==> src/rtl/psf_pkg.sv <==
package psf_pkg;
    typedef enum logic [1:0] {
        ST_IDLE = 2'd0,
        ST_CAP  = 2'd1,
        ST_FWD  = 2'd2
    } psf_state_e;

    typedef struct packed {
        logic loc;
        logic sop;
        logic eop;
        logic dn;
        logic dn_first;
        logic err;
    } psf_route_t;
endpackage

==> src/rtl/psf_len_dec.sv <==
module psf_len_dec #(
    parameter int BASE_LEN = 16384,
    parameter int LEN_W    = $clog2(4*BASE_LEN+1)
) (
    input  logic [1:0]       sel,
    output logic [LEN_W-1:0] len
);
    localparam logic [LEN_W-1:0] L1 = LEN_W'(BASE_LEN);
    localparam logic [LEN_W-1:0] L2 = LEN_W'(2*BASE_LEN);
    localparam logic [LEN_W-1:0] L4 = LEN_W'(4*BASE_LEN);

    always_comb begin
        unique case (sel)
            2'd0:    len = L1;
            2'd1:    len = L2;
            default: len = L4;
        endcase
    end
endmodule

==> src/rtl/psf_ctrl.sv <==
module psf_ctrl
    import psf_pkg::*;
#(
    parameter int LEN_W = 17
) (
    input  logic             clk,
    input  logic             rst_n,
    input  logic             in_valid,
    input  logic             in_start,
    input  logic [LEN_W-1:0] len_in,
    output psf_route_t       route
);
    typedef struct packed {
        psf_state_e       st;
        logic [LEN_W-1:0] cnt;
        logic [LEN_W-1:0] len;
        logic             first;
    } ctrl_t;

    ctrl_t s_d, s_q;

    always_comb begin
        s_d   = s_q;
        route = '0;
        if (in_valid) begin
            if (in_start) begin
                route.err = (s_q.st == ST_CAP);
                route.loc = 1'b1;
                route.sop = 1'b1;
                route.eop = (len_in == LEN_W'(1));
                s_d.len   = len_in;
                s_d.cnt   = LEN_W'(1);
                s_d.first = 1'b1;
                s_d.st    = route.eop ? ST_FWD : ST_CAP;
            end else begin
                unique case (s_q.st)
                    ST_CAP: begin
                        route.loc = 1'b1;
                        route.eop = (s_q.cnt == s_q.len - LEN_W'(1));
                        s_d.cnt   = s_q.cnt + LEN_W'(1);
                        if (route.eop) s_d.st = ST_FWD;
                    end
                    ST_FWD: begin
                        route.dn       = 1'b1;
                        route.dn_first = s_q.first;
                        s_d.first      = 1'b0;
                    end
                    default: ;
                endcase
            end
        end
    end

    always_ff @(posedge clk) begin
        if (!rst_n) begin
            s_q.st    <= ST_IDLE;
            s_q.cnt   <= '0;
            s_q.len   <= '0;
            s_q.first <= 1'b0;
        end else begin
            s_q <= s_d;
        end
    end


    cnt_in_range_chk: assert property (@(posedge clk) disable iff (!rst_n)
        (s_q.st == ST_CAP) |-> (s_q.cnt < s_q.len && s_q.cnt != '0));


    hold_on_idle_chk: assert property (@(posedge clk) disable iff (!rst_n)
        !in_valid |=> $stable(s_q));
endmodule

==> src/rtl/psf_out_stage.sv <==
module psf_out_stage
    import psf_pkg::*;
#(
    parameter int DATA_W = 8
) (
    input  logic              clk,
    input  logic              rst_n,
    input  psf_route_t        route,
    input  logic [DATA_W-1:0] in_re,
    input  logic [DATA_W-1:0] in_im,
    output logic              loc_valid,
    output logic              loc_sop,
    output logic              loc_eop,
    output logic              dn_valid,
    output logic              dn_start,
    output logic              short_err,
    output logic [DATA_W-1:0] out_re,
    output logic [DATA_W-1:0] out_im
);
    typedef struct packed {
        psf_route_t        r;
        logic [DATA_W-1:0] re;
        logic [DATA_W-1:0] im;
    } oreg_t;

    oreg_t o_d, o_q;

    always_comb begin
        o_d    = o_q;
        o_d.r  = route;
        if (route.loc || route.dn) begin
            o_d.re = in_re;
            o_d.im = in_im;
        end
    end

    always_ff @(posedge clk) begin
        if (!rst_n) begin
            o_q <= '0;
        end else begin
            o_q <= o_d;
        end
    end

    assign loc_valid = o_q.r.loc;
    assign loc_sop   = o_q.r.sop;
    assign loc_eop   = o_q.r.eop;
    assign dn_valid  = o_q.r.dn;
    assign dn_start  = o_q.r.dn_first;
    assign short_err = o_q.r.err;
    assign out_re    = o_q.re;
    assign out_im    = o_q.im;
endmodule

==> src/rtl/psf_node.sv <==
module psf_node
    import psf_pkg::*;
#(
    parameter int BASE_LEN = 16384,
    parameter int DATA_W   = 8
) (
    input  logic              clk,
    input  logic              rst_n,
    input  logic [1:0]        len_sel,
    input  logic              in_valid,
    input  logic              in_start,
    input  logic [DATA_W-1:0] in_re,
    input  logic [DATA_W-1:0] in_im,
    output logic              loc_valid,
    output logic              loc_sop,
    output logic              loc_eop,
    output logic [DATA_W-1:0] loc_re,
    output logic [DATA_W-1:0] loc_im,
    output logic              dn_valid,
    output logic              dn_start,
    output logic [DATA_W-1:0] dn_re,
    output logic [DATA_W-1:0] dn_im,
    output logic              short_err
);
    localparam int LEN_W = $clog2(4*BASE_LEN+1);

    logic [LEN_W-1:0]  len_w;
    psf_route_t        route_w;
    logic [DATA_W-1:0] out_re_w, out_im_w;

    psf_len_dec #(.BASE_LEN(BASE_LEN), .LEN_W(LEN_W)) u_len (
        .sel (len_sel),
        .len (len_w)
    );

    psf_ctrl #(.LEN_W(LEN_W)) u_ctrl (
        .clk      (clk),
        .rst_n    (rst_n),
        .in_valid (in_valid),
        .in_start (in_start),
        .len_in   (len_w),
        .route    (route_w)
    );

    psf_out_stage #(.DATA_W(DATA_W)) u_out (
        .clk       (clk),
        .rst_n     (rst_n),
        .route     (route_w),
        .in_re     (in_re),
        .in_im     (in_im),
        .loc_valid (loc_valid),
        .loc_sop   (loc_sop),
        .loc_eop   (loc_eop),
        .dn_valid  (dn_valid),
        .dn_start  (dn_start),
        .short_err (short_err),
        .out_re    (out_re_w),
        .out_im    (out_im_w)
    );

    assign loc_re = out_re_w;
    assign loc_im = out_im_w;
    assign dn_re  = out_re_w;
    assign dn_im  = out_im_w;


    one_port_chk: assert property (@(posedge clk) disable iff (!rst_n)
        !(loc_valid && dn_valid));


    marks_need_valid_chk: assert property (@(posedge clk) disable iff (!rst_n)
        (loc_sop || loc_eop) |-> loc_valid);


    dn_start_valid_chk: assert property (@(posedge clk) disable iff (!rst_n)
        dn_start |-> dn_valid);


    err_with_sop_chk: assert property (@(posedge clk) disable iff (!rst_n)
        short_err |-> loc_sop);


    loc_data_chk: assert property (@(posedge clk) disable iff (!rst_n)
        in_valid && in_start |=> loc_valid && loc_re == $past(in_re) && loc_im == $past(in_im));


    gap_quiet_chk: assert property (@(posedge clk) disable iff (!rst_n)
        !in_valid |=> !loc_valid && !dn_valid);
endmodule

==> config.mk <==
export PLATFORM = sky130hd
export DESIGN_NAME = psf_node
export DESIGN_NICKNAME = d
export VERILOG_FILES = /design/src/rtl/psf_pkg.sv /design/src/rtl/psf_len_dec.sv /design/src/rtl/psf_ctrl.sv /design/src/rtl/psf_out_stage.sv /design/src/rtl/psf_node.sv
export SDC_FILE = /design/constraint.sdc
export NUM_CORES = 1
export LEC_CHECK = 0
export ABC_AREA = 1
export BUFFER_PORTS_ARGS = -buffer_cell sky130_fd_sc_hd__buf_4
export CAP_MARGIN = 15
export CORE_ASPECT_RATIO = 0.5
export CORE_MARGIN = 5
export CORE_UTILIZATION = 25
export CTS_CLUSTER_SIZE = 14
export DETAILED_ROUTE_END_ITERATION = 12
export PLACE_DENSITY = 0.53
export SLEW_MARGIN = 20
export SYNTH_ARGS = -nofsm -noshare
export SYNTH_HDL_FRONTEND = slang
export SYNTH_HIERARCHICAL = 1
export SYNTH_SLANG_ARGS = --single-unit
==> constraint.sdc <==
create_clock -name clk -period 2 [get_ports clk]
set_clock_uncertainty 0.2 [all_clocks]
set_input_delay 0.1 -clock clk [delete_from_list [all_inputs] [get_ports clk]]
set_output_delay 0.1 -clock clk [all_outputs]
set_load 0.03 [all_outputs]
# Word-level counts from Yosys, hierarchy flattened
# Index checks and enable logic that the tools add are counted.
# totals
register_bits	59
input_bits	22
out_inout_bits	38
word_cells	50
# classes
n_addsub	2
n_eq_ne	5
muxes	16
bitwise_logic	3
n_reduce_logical	12
# ops
operator	count
19-bit two-way mux	2
17-bit one-hot mux with 2 select lines	1
17-bit by 1-bit adder with 17-bit output (second input constant)	1
17-bit by 1-bit equality test with 1-bit output (second input constant)	1
17-bit equality test	1
17-bit by 1-bit subtractor with 17-bit output (second input constant)	1
1-bit two-way mux	8
2-bit two-way mux	4
2-bit AND reduction	4
6-bit two-way mux	1
3-bit AND reduction	2
2-bit nonzero test	3
2-bit by 1-bit equality test with 1-bit output (second input constant)	2
4-bit OR reduction	1
1-bit NOT	3
2-bit equality test (second input constant)	1
2-bit zero test	1
1-bit logical OR	1

# Longest topological paths before layout
# logic_depth
word_depth	6
ltp_mapped	18
mapped_depth_nobuf	18

# By module
# The synthesis kept the hierarchy.
# modules_own_cells
module	n_inst	cells_per_inst	area_per_inst_um2	seq_area_each_um2
psf_ctrl	1	346	2242.2	740.7
psf_out_stage	1	120	840.8	440.4
psf_len_dec	1	19	123.9	0.0
psf_node	1	16	120.1	0.0

# Worst setup path before layout
# No wires, ideal clock.
# synth_path
path_type	flip-flop to flip-flop
from	register u_ctrl/s_q[1] (netlist name)
to	register u_ctrl/s_q[35] (netlist name)
setup_time_ns	0.111
t_arrival_ns	1.567
t_required_ns	1.689
path_slack_ns	0.122
path_stages_with_launch	16
n_path_buf	0
synth_period_minus_slack_ns	1.878
cell_sequence	dfxtp_1 > inv_1 > ha_1 > nand2_1 > nor2_4 > nand3_1 > nand2_1 > nand2_1 > inv_1 > nand2_1 > nor2_1 > nand3_1 > nand2_1 > nand3_1 > inv_1 > nor2_1
# synth_via
elab_chain_len	4
# synth_rtl
element	line_no	source
from (decl)	psf_ctrl.sv:20	ctrl_t s_d, s_q;
17-bit by 1-bit subtractor with 17-bit output	psf_ctrl.sv:39	route.eop = (s_q.cnt == s_q.len - LEN_W'(1));
17-bit equality test	psf_ctrl.sv:39	
2-bit nonzero test (no source line)	--	
3-bit AND reduction (no source line)	--	
# Every way passes these cells.
# A chain may end at the register's enable or synchronous reset.

# Worst setup path in the final report
# layout_path
from	register u_ctrl/s_q[4] (netlist name)
to	register u_out.o_q (netlist bit u_out/loc_eop)
# layout_via
elab_chain_len	4
# layout_rtl
element	line_no	source
17-bit by 1-bit subtractor with 17-bit output	psf_ctrl.sv:39	
17-bit equality test	psf_ctrl.sv:39	
1-bit two-way mux	psf_ctrl.sv:36	unique case (s_q.st)
1-bit two-way mux	psf_ctrl.sv:26	if (in_start) begin
to (signal assigned)	psf_out_stage.sv:39	o_q <= '0;
to (signal assigned)	psf_out_stage.sv:41	o_q <= o_d;
to (decl)	psf_out_stage.sv:26	oreg_t o_d, o_q;
# Every way passes these cells.

==> out/metrics.yaml <==
h-tree-depth: 3
drv_cap: 0
place_congestion: 0.802
place_hpwl_um: 5810
synth_cells: 501
routed_wirelength_um: 8060
clk_pin_slew_worst_paths_ns: 0.05
area_growth_pct: 36.8
pin_count: 60
dieWidth_um: 173
clkSinkCount: 59
avgSynthCellArea_um2: 6.64
cp_max_fo: 5
status: "complete, no violations"
slew_violations: 0
grt_pass1_wl_um: 13600
power_switching_uw: 1030
critPathKind: "reg -> reg"
crit_arrival_ns: 1.98
wl_per_cell_um: 10.6
grt_usage: 0.104
drt-initial-drc-count: 134
min_path_type: "in -> reg"
power_uw: 3610
cp-start-kind: "register"
fmax_mhz: 512
final_net_count: 611
finalHoldViolations: 0
p_leak_uw: 0.00224
ys_warn_count: 6
fin_setup_tns_ns: 0
ys_seq_area_frac: 0.355
crit_required_ns: 2.03
r2r_slack_ns: 0.05
die_h_um: 91.6
clock_latency_ns: 0.33
ant_nets: 0
p_sw_frac: 0.285
final-setup-viol-count: 0
portBuffers: 59
clockRootBuffer: "clkbuf_16"
drc: 0
netlist.area_leader.share: 0.355
antenna_found_initial: 0
core_area_um2: 12800
fin_crit_ns: 1.95
dr.pass1.iters: 4
clockPowerShare: 0.430
combPwrFrac: 0.210
overflow: 0
grt_pass1_vias: 2931
cellInternalPower_uw: 2580
num_vias: 3093
post_drt_via_cell_ratio: 4.06
initial_core_util: 0.259
ys_types: 35
peakVddDrop_mv: 0.425
row_count: 29
mostFrequentLayoutCell: "nand2_1"
final_util: 0.354
drive_above_1_share: 0.237
synthTopCellsByArea: "dfxtp_1 (36%), nand2_1 (13%), nor2_1 (10%)"
cts_tree: "yes"
die-area_um2: 15900
grt_max_degree: 41
ys_ff_latch: 59
final_cell_mix: "nand2_1 (115), nor2_1 (86), buf_4 (80), inv_1 (61), dfxtp_1 (52)"
syn-cell-area_um2: 3330
end_kind: "register"
grt_setup_unrepaired: "true"
clk_path_buf_depth: 2
antennaDiodeCount: 0
synth_area_leader_cell: "dfxtp_1"
powerDensity_nw_per_um2: 793
fin_crit_sh: 0.977
seq_power_share: 0.359
cts-buffers-inserted: 9
==> metal layers <==
| layer | part of all wire | vias to the layer above | GRT usage | routed length [um] |
|---|---|---|---|---|
| li1 | - | 1664 | - | - |
| met1 | 0.50 | 1364 | 0.127 | 4000 |
| met2 | 0.44 | 55 | 0.170 | 3520 |
| met3 | 0.054 | 10 | 0.0398 | 432 |
| met4 | 0.013 | 0 | 0.0352 | 102 |
| met5 | 0 | - | 0 | 0 |
==> per-stage QoR <==
step           hold slack, ns  instances  worst slack [ns]  cell area (um^2)
2_1_floorplan          0.0204        514             0.122              3380
3_3_place_gp            0.124        720           -0.0379              3890
3_5_place_dp            0.129        720           -0.0827              3890
4_1_cts               0.00574        760         0.0000782              4450
5_1_grt                0.0570        761            -0.118              4550
6_report               0.0152        761            0.0461              4550
==> cells in the mapped netlist, drive strengths merged <==
cell type / number
nand2: 124
nor2: 103
inv: 66
dfxtp: 59
buf: 36
o21ai: 28
a21oi: 23
nand3: 20
xor2: 10
clkbuf: 7
nand3b: 4
nor4: 3
xnor2: 3
and2: 2
ha: 2
nand4: 2
nor3: 2
a211oi: 1
a31oi: 1
conb: 1
nor4b: 1
o21a: 1
or2: 1
xnor3: 1
==> worst max-delay path: stages (launching register included) <==
cell     delay, ns
dfxtp_1       0.35
nor2_2        0.16
nand2_1       0.10
nor2_4        0.17
nand2_1       0.08
or2_2         0.27
nand2_1       0.08
nor2_1        0.04
nand3_1       0.09
nand2_1       0.07
nand3_1       0.10
inv_2         0.04
nand2_1       0.05
inv_1         0.04
==> power by group through the flow <==
stage | clock [uW] | combinational [uW] | sequential (uW)
after floorplan | 0 | 462 | 1370
after global placement | 0 | 688 | 1310
after detailed placement | 0 | 692 | 1310
after CTS | 1600 | 742 | 1290
after global routing | 1650 | 844 | 1310
final | 1550 | 759 | 1300
==> timing repair <==
| action | CTS | global route |
|---|---|---|
| hold endpoints to repair | 26 | 0 |
| buffers inserted | 1 | 1 |
| hold buffers | 24 | 0 |
| pin swaps | 4 | 11 |
| setup endpoints to repair | 3 | 7 |
| cloned | 0 | 0 |
| resized for setup | 3 | 33 |
==> path summary, 6_finish.rpt <==
check	cells past startpoint	end	startpoint
min	5	u_out/short_err	in_start
max	13	u_out/loc_eop	u_ctrl/s_q[4]
max reg2reg	13	u_out/loc_eop	u_ctrl/s_q[4]
min reg2reg	2	u_ctrl/s_q[36]	u_ctrl/s_q[36]
==> sequential cells by signal, indices dropped and copies added (netlist names) <==
register / flops
u_out/dn_valid: 1
u_out/loc_sop: 1
u_out/out_re: 8
u_out/dn_start: 1
u_out/short_err: 1
u_ctrl/s_q: 37
u_out/out_im: 8
u_out/loc_eop: 1
u_out/loc_valid: 1
==> cell families after synthesis <==
family | after synthesis | share of synthesized area
and+or+nand+nor | 262 | 0.347
buffers and inverters | 109 | 0.165
DFF | 59 | 0.355
AOI/OAI and AO/OA | 54 | 0.0831
xor gates and xnor gates | 14 | 0.0410
adders and majority gates | 2 | 0.00752
other | 1 | 0.00113
==> final cells by class <==
class | instances | area [um^2]
fill | 1374 | 8290
multi-input combinational | 346 | 1750
sequential | 59 | 1190
timing repair buffer | 105 | 861
clock buffer | 13 | 260
inverter | 66 | 248
tap | 170 | 213
clock inverter | 2 | 35.0
No activity file was read; power rests on OpenSTA's default activity.
